`src/rtl/lcd_boot_pkg.sv`:
```
package lcd_boot_pkg;

    typedef enum logic [2:0] {
        S_POWER,
        S_SEND_HI,
        S_SEND_LO,
        S_SETTLE,
        S_READY
    } seq_state_t;

    typedef enum logic [2:0] {
        STEP_FSET_A,
        STEP_FSET_B,
        STEP_DISP,
        STEP_CLEAR,
        STEP_ENTRY
    } boot_step_t;

    typedef struct packed {
        logic two_line;
        logic font_tall;
        logic disp_on;
        logic cursor_on;
        logic blink_on;
        logic addr_inc;
        logic scroll;
    } panel_cfg_t;

    localparam logic [7:0] CLEAR_BYTE = 8'h01;

    // bit 4 selects bus width: 1 = byte bus, 0 = nibble bus
    function automatic logic [7:0] fset_byte(input logic bus4, input logic n, input logic f);
        return {3'b001, ~bus4, n, f, 2'b00};
    endfunction

    function automatic logic [7:0] disp_byte(input logic d, input logic c, input logic b);
        return {5'b00001, d, c, b};
    endfunction

    function automatic logic [7:0] entry_byte(input logic i, input logic s);
        return {6'b000001, i, s};
    endfunction

endpackage

```
`src/rtl/lcd_boot_timer.sv`:
```
module lcd_boot_timer #(
    parameter int unsigned CW      = 8,
    parameter int unsigned RST_VAL = 1
) (
    input  logic          clk,
    input  logic          rst_n,
    input  logic          load,
    input  logic [CW-1:0] load_val,
    output logic          expired
);
    logic [CW-1:0] cnt_q;

    always_ff @(posedge clk or negedge rst_n) begin
        if (!rst_n) begin
            cnt_q <= CW'(RST_VAL);
        end else if (load) begin
            cnt_q <= load_val;
        end else if (cnt_q != '0) begin
            cnt_q <= cnt_q - 1'b1;
        end
    end

    assign expired = (cnt_q == '0);
endmodule

```
`src/rtl/lcd_boot_cmdgen.sv`:
```
module lcd_boot_cmdgen
    import lcd_boot_pkg::*;
#(
    parameter int unsigned CW      = 8,
    parameter int unsigned FS_CYC  = 1,
    parameter int unsigned CMD_CYC = 1,
    parameter int unsigned CLR_CYC = 1
) (
    input  boot_step_t    step,
    input  logic          bus4,
    input  panel_cfg_t    cfg,
    output logic [7:0]    cmd_byte,
    output logic          one_nibble,
    output logic          last_step,
    output logic [CW-1:0] settle_m1
);
    localparam logic [CW-1:0] FS_M1  = CW'(FS_CYC - 1);
    localparam logic [CW-1:0] CMD_M1 = CW'(CMD_CYC - 1);
    localparam logic [CW-1:0] CLR_M1 = CW'(CLR_CYC - 1);

    always_comb begin
        cmd_byte   = 8'h00;
        one_nibble = 1'b0;
        last_step  = 1'b0;
        settle_m1  = CMD_M1;
        unique case (step)
            STEP_FSET_A: begin
                // nibble bus: upper half of the narrow function set is the lone 0010 nibble
                cmd_byte   = fset_byte(bus4, cfg.two_line, cfg.font_tall);
                one_nibble = bus4;
                settle_m1  = FS_M1;
            end
            STEP_FSET_B: cmd_byte = fset_byte(bus4, cfg.two_line, cfg.font_tall);
            STEP_DISP:   cmd_byte = disp_byte(cfg.disp_on, cfg.cursor_on, cfg.blink_on);
            STEP_CLEAR: begin
                cmd_byte  = CLEAR_BYTE;
                settle_m1 = CLR_M1;
            end
            STEP_ENTRY: begin
                cmd_byte  = entry_byte(cfg.addr_inc, cfg.scroll);
                last_step = 1'b1;
            end
            default: last_step = 1'b1;
        endcase
    end
endmodule

```
`src/rtl/lcd_boot_seq.sv`:
```
module lcd_boot_seq
    import lcd_boot_pkg::*;
#(
    parameter int unsigned CLK_MHZ   = 50,
    parameter int unsigned T_PWR_US  = 40100,
    parameter int unsigned T_FS_US   = 40,
    parameter int unsigned T_CMD_US  = 38,
    parameter int unsigned T_CLR_US  = 1540,
    parameter int unsigned PWR_SHIFT = 0
) (
    input  logic       clk,
    input  logic       rst_n,
    input  logic       cfg_bus4,
    input  logic       cfg_two_line,
    input  logic       cfg_font_tall,
    input  logic       cfg_disp_on,
    input  logic       cfg_cursor_on,
    input  logic       cfg_blink_on,
    input  logic       cfg_addr_inc,
    input  logic       cfg_scroll,
    output logic       bus_valid,
    input  logic       bus_done,
    output logic [7:0] bus_data,
    output logic       bus_rs,
    output logic       bus_rw,
    output logic       init_ready
);
    localparam int unsigned PWR_CYC = (T_PWR_US * CLK_MHZ) >> PWR_SHIFT;
    localparam int unsigned FS_CYC  = T_FS_US * CLK_MHZ;
    localparam int unsigned CMD_CYC = T_CMD_US * CLK_MHZ;
    localparam int unsigned CLR_CYC = T_CLR_US * CLK_MHZ;
    localparam int unsigned MAX_A   = (PWR_CYC > CLR_CYC) ? PWR_CYC : CLR_CYC;
    localparam int unsigned MAX_B   = (FS_CYC > CMD_CYC) ? FS_CYC : CMD_CYC;
    localparam int unsigned MAX_CYC = (MAX_A > MAX_B) ? MAX_A : MAX_B;
    localparam int unsigned CW      = $clog2(MAX_CYC + 1);

    seq_state_t    state_q, state_d;
    boot_step_t    step_q, step_d;
    panel_cfg_t    cfg;
    logic [7:0]    cmd_byte;
    logic          one_nibble;
    logic          last_step;
    logic [CW-1:0] settle_m1;
    logic          tmr_load;
    logic          tmr_expired;

    assign cfg = '{two_line:  cfg_two_line,  font_tall: cfg_font_tall,
                   disp_on:   cfg_disp_on,   cursor_on: cfg_cursor_on,
                   blink_on:  cfg_blink_on,  addr_inc:  cfg_addr_inc,
                   scroll:    cfg_scroll};

    lcd_boot_cmdgen #(
        .CW(CW), .FS_CYC(FS_CYC), .CMD_CYC(CMD_CYC), .CLR_CYC(CLR_CYC)
    ) u_cmdgen (
        .step       (step_q),
        .bus4       (cfg_bus4),
        .cfg        (cfg),
        .cmd_byte   (cmd_byte),
        .one_nibble (one_nibble),
        .last_step  (last_step),
        .settle_m1  (settle_m1)
    );

    lcd_boot_timer #(
        .CW(CW), .RST_VAL(PWR_CYC)
    ) u_timer (
        .clk      (clk),
        .rst_n    (rst_n),
        .load     (tmr_load),
        .load_val (settle_m1),
        .expired  (tmr_expired)
    );

    // state register
    always_ff @(posedge clk or negedge rst_n) begin
        if (!rst_n) begin
            state_q <= S_POWER;
            step_q  <= STEP_FSET_A;
        end else begin
            state_q <= state_d;
            step_q  <= step_d;
        end
    end

    // transitions
    always_comb begin
        state_d  = state_q;
        step_d   = step_q;
        tmr_load = 1'b0;
        unique case (state_q)
            S_POWER: begin
                if (tmr_expired) state_d = S_SEND_HI;
            end
            S_SEND_HI: begin
                if (bus_done) begin
                    if (cfg_bus4 && !one_nibble) begin
                        state_d = S_SEND_LO;
                    end else begin
                        state_d  = S_SETTLE;
                        tmr_load = 1'b1;
                    end
                end
            end
            S_SEND_LO: begin
                if (bus_done) begin
                    state_d  = S_SETTLE;
                    tmr_load = 1'b1;
                end
            end
            S_SETTLE: begin
                if (tmr_expired) begin
                    if (last_step) begin
                        state_d = S_READY;
                    end else begin
                        state_d = S_SEND_HI;
                        step_d  = boot_step_t'(step_q + 3'd1);
                    end
                end
            end
            S_READY: state_d = S_READY;
            default: state_d = S_POWER;
        endcase
    end

    // outputs
    always_comb begin
        bus_valid  = 1'b0;
        bus_data   = 8'h00;
        bus_rs     = 1'b0;
        bus_rw     = 1'b0;
        init_ready = 1'b0;
        unique case (state_q)
            S_SEND_HI: begin
                bus_valid = 1'b1;
                bus_data  = cfg_bus4 ? {cmd_byte[7:4], 4'h0} : cmd_byte;
            end
            S_SEND_LO: begin
                bus_valid = 1'b1;
                bus_data  = {cmd_byte[3:0], 4'h0};
            end
            S_READY:  init_ready = 1'b1;
            S_POWER, S_SETTLE: bus_valid = 1'b0;
            default:  bus_valid = 1'b0;
        endcase
    end
endmodule

```
`config.mk`:
```
export PLATFORM = sky130hd
export DESIGN_NAME = lcd_boot_seq
export DESIGN_NICKNAME = d
export VERILOG_FILES = /design/src/rtl/lcd_boot_pkg.sv /design/src/rtl/lcd_boot_timer.sv /design/src/rtl/lcd_boot_cmdgen.sv /design/src/rtl/lcd_boot_seq.sv
export SDC_FILE = /design/constraint.sdc
export NUM_CORES = 1
export LEC_CHECK = 0
export BUFFER_PORTS_ARGS = -buffer_cell sky130_fd_sc_hd__buf_2
export CAP_MARGIN = 0
export CORE_MARGIN = 3
export CORE_UTILIZATION = 55
export DETAILED_ROUTE_END_ITERATION = 12
export GPL_TIMING_DRIVEN = 0
export PLACE_DENSITY = 0.87
export SLEW_MARGIN = 25
export SYNTH_ARGS = -nofsm -noshare
export SYNTH_HDL_FRONTEND = slang
export SYNTH_SLANG_ARGS = --single-unit
```
`constraint.sdc`:
```
create_clock -name clk -period 2.6 [get_ports clk]
set_clock_uncertainty 0.05 [all_clocks]
set_input_delay 0 -clock clk [delete_from_list [all_inputs] [get_ports clk]]
set_output_delay 0 -clock clk [all_outputs]
set_load 0.01 [all_outputs]
```
==> metrics <==
Residual DRC=0; Max Freq=411 MHz; library cells used by synthesis=43; Seq cells post-synth=27; Placeable Area=0.00290 mm²; Longest Clk Path Bufs=2; net switching share of the total power=0.406; clock sink count=27; detailed-placement wirelength estimate=2820 µm; maximum fanout along the worst path=6; vertical die dimension=62.8 µm; number of warning messages in the yosys log=0; count of inserted antenna diode cells=0; floorplan die area=0.00394 mm²; CTS Buf Count=3; syn avg cell area=8.95 µm²; Seq/Total Area, Yosys=0.387; overall track demand over capacity in global routing=0.206; CTS tree=yes; wire length of the first global-routing pass=6730 µm; leakage power=0.845 nW; DRT Pass-1 Iters=4; FFs w/ async S/R, synth=1.00; insertion delay to the later sink of the worst-skew pair=0.32 ns; Gate power share=0.389; CTS clk-pin slew, worst paths=0.14 ns; run status=complete, no violations; maximum number of pins on one net before global-route repair=28; leading register cell type out of synthesis=sky130_fd_sc_hd__dfrtp_1; ratio of routed vias to standard cells=5.65; data required time at the worst endpoint=2.78 ns; Site Rows=19; part of the total power dissipated in sequential elements=0.495; CTS H-Tree Depth=1; RSZ-0062 raised after global routing=false; Max-Cap Viols=0; area post-placement=0.00193 mm²; end of the worst register-to-register path=step_q[1]; DR WL/cell=14.5 µm; final antenna-violating net count=0; number of antenna violations at the first check in global routing=0; post-route design area=0.00203 mm²; worst r2r path cells=7; Max-Slew Margin vs Limit=0.544; post-route setup TNS=0 ns; clock power share=0.116; nature of the critical path startpoint=flop; worst-margin pin slew=0.677 ns; highest-count cells in the layout ignoring fill and taps=sky130_fd_sc_hd__nor2_1, sky130_fd_sc_hd__buf_2, sky130_fd_sc_hd__dfrtp_1; Psw=0.645 mW; vias in the first global route=1483; width of the chip=62.8 µm; Initial DRC Count=126; Power per Cell Area=784 mW/mm²; total of fill cells in the finished design=233; Final setup viols=0; post-synthesis instance area=0.00177 mm²; type of the setup path with the least slack=flop to flop; via total after detailed routing=1525; worst endpoint data arrival time=2.61 ns; area overhead of the layout relative to synthesis=14.4%; count of final max-slew check failures=0; I/O pin total=23; ranking of synthesized cells by area=sky130_fd_sc_hd__dfrtp_1, sky130_fd_sc_hd__dfstp_2, sky130_fd_sc_hd__ha_1, sky130_fd_sc_hd__xnor2_1, sky130_fd_sc_hd__nor2_1; ratio of final minimum period to clock period=0.936; overflow left after global routing=0; time the final worst path needs with I/O delays and setup=2.43 ns; Placer Congestion=0.891; internal reg-to-reg setup slack=0.17 ns; fraction of the core area covered by cells at the end of the flow=0.699; initial cell density of the core=0.611; number of buffers added on ports=20; startpoint of the most critical register-to-register path=u_timer.cnt_q[0]; number of hold-slack violations in the final timing report=0; most frequent standard cell in the layout excluding fill and tap cells=sky130_fd_sc_hd__nor2_1; share of the synthesized area in the top cell type=0.268; final net count=248; worst min-delay path class=primary input to async pin; P_int=0.945 mW; Post-synth EDFFs=0; layout cell share with drive strength beyond 1=0.211; Synth Instances=198; cell taking the most area after synthesis=sky130_fd_sc_hd__dfrtp_1; routed wire length=3910 µm; nature of the critical path endpoint=flop; clock root cell=sky130_fd_sc_hd__clkbuf_4; Max VDD drop=0.352 mV
-- cells by family after synthesis --
kind of cell,Yosys count,synth area share
flops,27,0.387
compound gates,38,0.132
mux,4,0.0233
buf+inv,12,0.0296
simple gates,91,0.286
fa+ha+maj,8,0.0565
xor+xnor,17,0.0840
other cells,1,0.00212
-- cells in the mapped netlist (all sizes together) (2+ instances only) --
master / instances
nor2b: 4
xor2: 6
nand2: 14
buf: 2
nor3b: 2
o22ai: 2
a21oi: 8
o21ai: 15
a41oi: 2
ha: 8
inv: 7
and3: 3
dfstp: 8
mux2i: 3
or4: 2
o21a: 2
nor4b: 2
clkbuf: 3
nor3: 10
or3: 5
o21bai: 2
o31ai: 3
nor2: 23
xnor2: 11
nand3: 7
nor4: 6
nand2b: 7
dfrtp: 19
-- worst max-delay path: stages, from the launching register on --
cell	delay, ns
sky130_fd_sc_hd__dfrtp_1	0.42
sky130_fd_sc_hd__inv_1	0.12
sky130_fd_sc_hd__ha_1	0.19
sky130_fd_sc_hd__nor4b_4	0.24
sky130_fd_sc_hd__and4_2	0.34
sky130_fd_sc_hd__nand3_2	0.15
sky130_fd_sc_hd__nor4b_4	0.45
sky130_fd_sc_hd__mux2_2	0.37
-- layer usage --
layer / up-vias / GRT usage / wire length (µm)
met4: 0 / 0.0551 / 37
li1: 763 / - / -
met5: - / 0 / 0
met2: 23 / 0.340 / 1910
met3: 5 / 0.0216 / 104
met1: 734 / 0.288 / 1870
-- timing repair --
action | in CTS | in global routing
resized for setup | 1 | 6
endpoints found under the setup margin | 1 | 3
hold endpoints to repair | 28 | 0
buffers inserted | 0 | 2
pin swaps | 0 | 1
hold buffers | 3 | 0
cloned | 0 | 0
-- stage by stage --
step                instances  hold slack [ns]  worst slack, ns  power, mW
floorplan                 199           -0.346            0.315       1.20
global placement          261          -0.0135         -0.00882       1.34
detailed placement        261         -0.00699          -0.0721       1.37
CTS                       268            0.169           0.0660       1.56
global route              270            0.218           0.0525       1.72
finish                    270            0.142            0.166       1.59
-- power by group through the flow --
stage               Clock, mW  Combinational, mW  Sequential, mW
global placement            0              0.574           0.768
finish                  0.184              0.618           0.788
floorplan                   0              0.469           0.733
CTS                     0.186              0.601           0.770
global route            0.205              0.699           0.814
detailed placement          0              0.591           0.775
-- registers in the layout, indices dropped and copies added, names as in the netlist --
register,flops
state_q,3
u_timer.cnt_q,21
step_q,3
-- worst max path at each step --
stage,to,slack [ns],depth (start not counted),start
floorplan,step_q[1],0.32,7,u_timer.cnt_q[0]
global placement,step_q[1],-0.009,7,u_timer.cnt_q[0]
detailed placement,step_q[1],-0.07,7,u_timer.cnt_q[0]
CTS,step_q[1],0.07,7,u_timer.cnt_q[0]
global route,step_q[1],0.05,7,u_timer.cnt_q[0]
finish,step_q[1],0.17,7,u_timer.cnt_q[0]
-- cell type report --
cell class / instances / area [µm²] / area share
Tap cell: 42 / 52.6 / 0.0259
Sequential cell: 27 / 686 / 0.338
Clock buffer: 4 / 26.3 / 0.0130
Multi-Input combinational cell: 160 / 1060 / 0.525
Timing Repair Buffer: 25 / 145 / 0.0716
Inverter: 7 / 26.3 / 0.0130
Buffer: 5 / 27.5 / 0.0136
Power figures use the tool's default switching activity.
